### config.mk
export PLATFORM = sky130hd
export DESIGN_NAME = burst_addr_seq
export DESIGN_NICKNAME = d
export VERILOG_FILES = /design/src/rtl/bseq_pkg.sv /design/src/rtl/burst_load_ctl.sv /design/src/rtl/burst_beat_ctr.sv /design/src/rtl/burst_order_map.sv /design/src/rtl/burst_addr_seq.sv
export SDC_FILE = /design/constraint.sdc
export NUM_CORES = 1
export LEC_CHECK = 0
export CORE_UTILIZATION = 43
export DETAILED_ROUTE_END_ITERATION = 8
export PLACE_DENSITY = 0.86
export SLEW_MARGIN = 25
export SYNTH_ARGS = -nofsm -noshare
export SYNTH_HDL_FRONTEND = slang
export SYNTH_SLANG_ARGS = --single-unit
### constraint.sdc
create_clock -name clk -period 1.7 [get_ports clk]
set_input_delay 0.34 -clock clk [delete_from_list [all_inputs] [get_ports clk]]
set_output_delay 0.34 -clock clk [all_outputs]
set_load 0.02 [all_outputs]
### src/rtl/bseq_pkg.sv
package bseq_pkg;
  typedef enum logic {
    ORD_INTERLEAVE = 1'b0,
    ORD_LINEAR     = 1'b1
  } order_e;

  typedef struct packed {
    logic load;
    logic step;
    logic sel_d;
  } seq_ctl_t;
endpackage

### src/rtl/burst_load_ctl.sv
module burst_load_ctl
  import bseq_pkg::*;
(
  input  logic     cpu_stb_n,
  input  logic     ctl_stb_n,
  input  logic     adv_n,
  input  logic     ce1_n,
  input  logic     ce2,
  input  logic     ce3_n,
  input  logic     sel_q,
  output seq_ctl_t ctl
);
  logic cpu_load;
  logic ctl_load;

  always_comb begin
    cpu_load  = ~cpu_stb_n & ~ce1_n;
    ctl_load  = ~ctl_stb_n;
    ctl.load  = cpu_load | ctl_load;
    ctl.step  = ~ctl.load & ~adv_n & sel_q;
    ctl.sel_d = ~ce1_n & ce2 & ~ce3_n;
  end
endmodule

### src/rtl/burst_beat_ctr.sv
module burst_beat_ctr #(
  parameter int BEAT_W = 2
) (
  input  logic              clk,
  input  logic              rst_n,
  input  logic              load,
  input  logic              step,
  output logic [BEAT_W-1:0] beat_q
);
  localparam logic [BEAT_W-1:0] ONE = {{(BEAT_W-1){1'b0}}, 1'b1};

  always_ff @(posedge clk) begin
    if (!rst_n)    beat_q <= '0;
    else if (load) beat_q <= '0;
    else if (step) beat_q <= beat_q + ONE;
  end
endmodule

### src/rtl/burst_order_map.sv
module burst_order_map
  import bseq_pkg::*;
#(
  parameter int BEAT_W = 2
) (
  input  logic [BEAT_W-1:0] start_lo,
  input  logic [BEAT_W-1:0] beat,
  input  order_e            order,
  output logic [BEAT_W-1:0] out_lo
);
  logic [BEAT_W-1:0] lin_lo;
  logic [BEAT_W-1:0] ilv_lo;

  assign lin_lo = start_lo + beat;

  for (genvar b = 0; b < BEAT_W; b++) begin : g_ilv
    assign ilv_lo[b] = start_lo[b] ^ beat[b];
  end

  assign out_lo = (order == ORD_LINEAR) ? lin_lo : ilv_lo;
endmodule

### src/rtl/burst_addr_seq.sv
module burst_addr_seq
  import bseq_pkg::*;
#(
  parameter int ADDR_W = 18,
  parameter int BEAT_W = 2
) (
  input  logic              clk,
  input  logic              rst_n,
  input  logic [ADDR_W-1:0] addr_in,
  input  logic              cpu_stb_n,
  input  logic              ctl_stb_n,
  input  logic              adv_n,
  input  logic              ce1_n,
  input  logic              ce2,
  input  logic              ce3_n,
  input  logic              order_lin,
  output logic [ADDR_W-1:0] addr_out,
  output logic              burst_sel
);
  localparam int UP_W = ADDR_W - BEAT_W;

  seq_ctl_t          ctl;
  logic [ADDR_W-1:0] base_q;
  logic              sel_q;
  logic [BEAT_W-1:0] beat_q;
  logic [BEAT_W-1:0] low_addr;
  order_e            order;

  assign order = order_e'(order_lin);

  burst_load_ctl u_ctl (
    .cpu_stb_n (cpu_stb_n),
    .ctl_stb_n (ctl_stb_n),
    .adv_n     (adv_n),
    .ce1_n     (ce1_n),
    .ce2       (ce2),
    .ce3_n     (ce3_n),
    .sel_q     (sel_q),
    .ctl       (ctl)
  );

  always_ff @(posedge clk) begin
    if (!rst_n) begin
      base_q <= '0;
      sel_q  <= 1'b0;
    end else if (ctl.load) begin
      base_q <= addr_in;
      sel_q  <= ctl.sel_d;
    end
  end

  burst_beat_ctr #(.BEAT_W(BEAT_W)) u_ctr (
    .clk    (clk),
    .rst_n  (rst_n),
    .load   (ctl.load),
    .step   (ctl.step),
    .beat_q (beat_q)
  );

  burst_order_map #(.BEAT_W(BEAT_W)) u_map (
    .start_lo (base_q[BEAT_W-1:0]),
    .beat     (beat_q),
    .order    (order),
    .out_lo   (low_addr)
  );

  assign addr_out  = {base_q[ADDR_W-1 -: UP_W], low_addr};
  assign burst_sel = sel_q;
endmodule

### Yosys cells after proc, flatten, opt, wreduce, memory -nomap -nowiden

Cells that the tools add are included.

| cells by class | value |
|---|---|
| add/subtract/negate cells | 2 |
| $mul | 0 |
| divide/modulo/power cells | 0 |
| magnitude comparators | 0 |
| equality and inequality tests | 0 |
| shift-type cells | 0 |
| mux-type cells | 1 |
| bitwise gates (word level) | 15 |
| reduce and logical (&&, ||, !) cells | 1 |

Operators with widths:

| kind | count |
|---|---|
| NOT 1 bit | 7 |
| bitwise AND 1 bit | 5 |
| adder 2 x 1 -> 2 bit, second input constant | 1 |
| adder 2 bit | 1 |
| 2-to-1 mux 2 bit | 1 |
| OR reduction 2 bit | 1 |
| bitwise XOR 1 bit | 2 |
| bitwise OR 1 bit | 1 |

| word-level totals | value |
|---|---|
| bits in registers | 21 |
| latch bits | 0 |
| memory bits (writable) | 0 |
| memory bits (read-only) | 0 |
| bits of input ports | 27 |
| output and inout bits | 19 |
| word-level logic and storage cells | 22 |
| memories | 0 |

### Logic depth before layout (Yosys ltp)

| logic depth | value |
|---|---|
| depth after elaboration | 6 |
| depth in mapped cells | 4 |

### Modules after synthesis

Synthesis repeated with hierarchy kept, for this count alone.

| second synthesis, totals | value |
|---|---|
| cell total of the unflattened synthesis | 91 |
| area total of the unflattened synthesis | 992.2 um^2 |

Modules (own cells, without submodules):

| module | instances | cells an instance | area each (um^2) | sequential area each (um^2) |
|---|---|---|---|---|
| burst_addr_seq | 1 | 76 | 844.6 | 380.4 |
| burst_beat_ctr | 1 | 8 | 85.1 | 40.0 |
| burst_order_map | 1 | 4 | 33.8 | 0.0 |
| burst_load_ctl | 1 | 3 | 28.8 | 0.0 |

### Worst setup path before layout

Ideal clock, no wire load.

| timing path | value |
|---|---|
| kind | flip-flop to output port |
| start | register u_ctr.beat_q[0] |
| end | output port addr_out[1] |
| arrival | 0.913 ns |
| data required time | 1.360 ns |
| path slack | 0.447 ns |
| cell stages (with the launch flop) | 4 |
| buffers on the path | 0 |
| cell sequence | dfxtp_1 -> ha_1 -> nand2_1 -> xnor2_1 |

| on the way | value |
|---|---|
| longest elaborated chain between the ends | 2 |

RTL lines:

| what | line | source |
|---|---|---|
| start, declared | burst_beat_ctr.sv:8 | `output logic [BEAT_W-1:0] beat_q` |
| start signal, assigned | burst_beat_ctr.sv:15 | `else if (step) beat_q <= beat_q + ONE;` |
| adder 2 bit | burst_order_map.sv:14 | `assign lin_lo = start_lo + beat;` |
| 2-to-1 mux 2 bit | burst_order_map.sv:20 | `assign out_lo = (order == ORD_LINEAR) ? lin_lo : ilv_lo;` |
| end, declared | burst_addr_seq.sv:17 | `output logic [ADDR_W-1:0] addr_out,` |

Every way passes these cells.

### Worst setup path in the final report

| timing path | value |
|---|---|
| start | register base_q[8] |
| end | output port addr_out[8] |

RTL lines:

| what | line | source |
|---|---|---|
| start, declared | burst_addr_seq.sv:23 | `logic [ADDR_W-1:0] base_q;` |
| start signal, assigned | burst_addr_seq.sv:47 | `base_q <= addr_in;` |

No word-level cell between the ends.

==> metrics <==
worst setup margin=0.0874 ns; # IOs=46; Netlist cell types=16; Hold Vio Cnt, Final=0; grt ovf=0; CTS Buf Count=3; vias in the first global route=820; H-tree depth=1; clock tree sinks=21; post-synthesis sequential area ratio=0.419; data arrival time of the worst path=1.27 ns; gpl congestion=roughly 0.69; Mapped Cells=between 100 and 150; f_max=~620 MHz; 1st-pass router iterations=4; ANT cells=0; pwr dens=between 700 and 800 nW/um^2; Startpoint Class=register; Worst Hold Slack=0.459 ns; Worst path top cell family by delay=buffers and inverters; area of the core=2210 sq um; worst-margin pin slew=0.376 ns; LEAKAGE=around 0.55 nW; Yosys reg bits=21; capture point of the worst reg-to-reg path=u_ctr.beat_q[0]$_SDFFE_PP0P_; CP max stage delay=0.63 ns; crit path from=base_q[8]$_SDFFE_PN0P_; clk buf depth=2; worst slack, placed=-0.261 ns; cells taking the most area after synthesis=dfxtp_1, nand2_1, buf_4; routed wire length=1900 um; drt drc=0; via count=823; Worst Setup EP=addr_out[8]; Post-Synth Simple-Gate Area=0.176; Wirelength per Cell=11.0 um; R2R setup slack=between 0.8 and 0.9 ns; Yosys warnings=0; critical path depth in cells=1; FF+latch area=roughly 420 sq um; die width=50.3 um; root buf cell=clkbuf_4; adder-cell area share of the yosys netlist=0.0125; DIE AREA=~2500 sq um; Final Slew Violations=0; CP max stage cell=clkdlybuf4s50_1; CP Cell Sequence=clkdlybuf4s50_1; DRT iter0 DRCs=8; Finish-stage setup viols=0; CTS tree=yes; area delta synth->final=37.5%; GRT Total Usage=0.171; Clk Latency, worst-skew pair=0.29 ns; syn_nets=between 100 and 150; # hold bufs at CTS=0; reg2reg start=burst_sel$_SDFFE_PN0P_; final setup skew=0.000112 ns; Max VDD drop=between 0.5 and 0.6 mV; RSZ-0062 raised after global routing=false; Synth top area share=0.419; row cnt=17; post-layout minimum cycle time=1.61 ns; crit path max fanout=2; HP Class=register to register; Via density=4.78; largest net degree at the start of global routing=21; post-route ant nets=0; Syn Area/Cell=just under 9 sq um; area of the mapped netlist=1000 sq um; first-pass GRT wire length=3290 um; Post-CTS Setup Bufs=0; Crit path buffers/inverters=1; Worst EP required=1.36 ns; Starting Density=0.454; clock transition at the registers of the reported paths=0.11 ns; multi-input gate area in the final layout=429 sq um; Die Y=50.3 um; MaxCap Viol Count=0; status=complete, no violations; I/O Buffers=45; Slew headroom=0.749; R2R cell count=3; top cell type by total area after synthesis=dfxtp_1; crit end category=output pin; share of layout cells above drive strength 1=0.132; HPWL Detailed=1420 um; complex-gate fraction of the synthesized area=0.204; initial antenna violation count=0; WS Path Type=register to output pin; largest family of logic cells by synthesized area=compound AO/OA/AOI/OAI gates; mux cell area share after synthesis=0; Final Core Density=0.624; Final period util=0.949; number of fill cells=203; PnR Total Power=0.997 mW; XOR/XNOR Fraction of Synth Area=0.0349; nets=between 150 and 200
per-layer routing:
metal	GRT usage	up-vias	share of wire
met5	0	-	0
met4	0.0694	0	0
met3	0.0515	0	0.083
met2	0.307	36	0.47
met1	0.186	379	0.44
li1	-	408	-
synth_stat cells:
cell / n
nor2b_1: 1
xor2_1: 2
buf_4: 18
buf_6: 1
o21a_2: 1
a21boi_2: 10
clkbuf_1: 2
nand2_1: 39
o21ai_4: 1
nand3b_1: 1
nand3_1: 1
ha_1: 1
dfxtp_1: 21
xnor2_1: 2
nor2_1: 3
a21boi_1: 9
final cells by class:
class | count | share of cell area
repair buffers | 48 | 0.340
clock buffers | 4 | 0.0190
well taps | 28 | 0.0254
multi-input cells | 71 | 0.311
flip-flops and latches | 21 | 0.305
power breakdown:
group,internal [mW],switching (mW)
clock,0.0912,0.140
combinational,0.132,0.101
sequential,0.519,0.0138
repair_timing:
| item | 4_1_cts | 5_1_grt |
|---|---|---|
| resized for setup | 3 | 2 |
| endpoints found under the hold margin | 0 | 0 |
| pin swaps | 0 | 0 |
| endpoints found under the setup margin | 2 | 2 |
cells in the final DEF, fill, tap and decap left out, types with 2 or more instances in the layout:
cell type,n
xnor2_1,2
clkdlybuf4s50_1,42
xor2_1,2
nand2_1,39
nor2_1,3
clkbuf_4,3
a21boi_2,10
buf_4,3
dfxtp_1,21
a21boi_1,9
sequential cells by signal (all words and copies together), names as in the netlist:
name and cells:
base_q 18, u_ctr.beat_q 2, burst_sel 1
logic make-up (layout without fill, tap and decap cells):
family	count (synthesis)	in the layout
AOI/OAI and AO/OA	21	21
buffers and inverters	21	52
and+or+nand+nor	45	45
DFF	21	21
adders and majority gates	1	1
xor gates and xnor gates	4	4
metrics by stage:
step	cells	setup TNS, ns	cell area [sq um]
2_1_floorplan	113	0	1000
3_3_place_gp	168	-0.227	1360
3_5_place_dp	168	-0.261	1360
4_1_cts	172	-0.0276	1380
5_1_grt	172	0	1380
6_report	172	0	1380
worst min-delay path by stage:
| stage | slack, ns | cells after the start | start | end |
|---|---|---|---|---|
| after floorplan | 0.43 | 2 | base_q[11]$_SDFFE_PN0P_ | base_q[11]$_SDFFE_PN0P_ |
| after global placement | 0.44 | 2 | base_q[8]$_SDFFE_PN0P_ | base_q[8]$_SDFFE_PN0P_ |
| after detailed placement | 0.45 | 2 | base_q[13]$_SDFFE_PN0P_ | base_q[13]$_SDFFE_PN0P_ |
| after CTS | 0.46 | 2 | base_q[13]$_SDFFE_PN0P_ | base_q[13]$_SDFFE_PN0P_ |
| after global routing | 0.48 | 2 | base_q[2]$_SDFFE_PN0P_ | base_q[2]$_SDFFE_PN0P_ |
| final | 0.46 | 2 | base_q[13]$_SDFFE_PN0P_ | base_q[13]$_SDFFE_PN0P_ |
(Power assumes the default switching activity.)
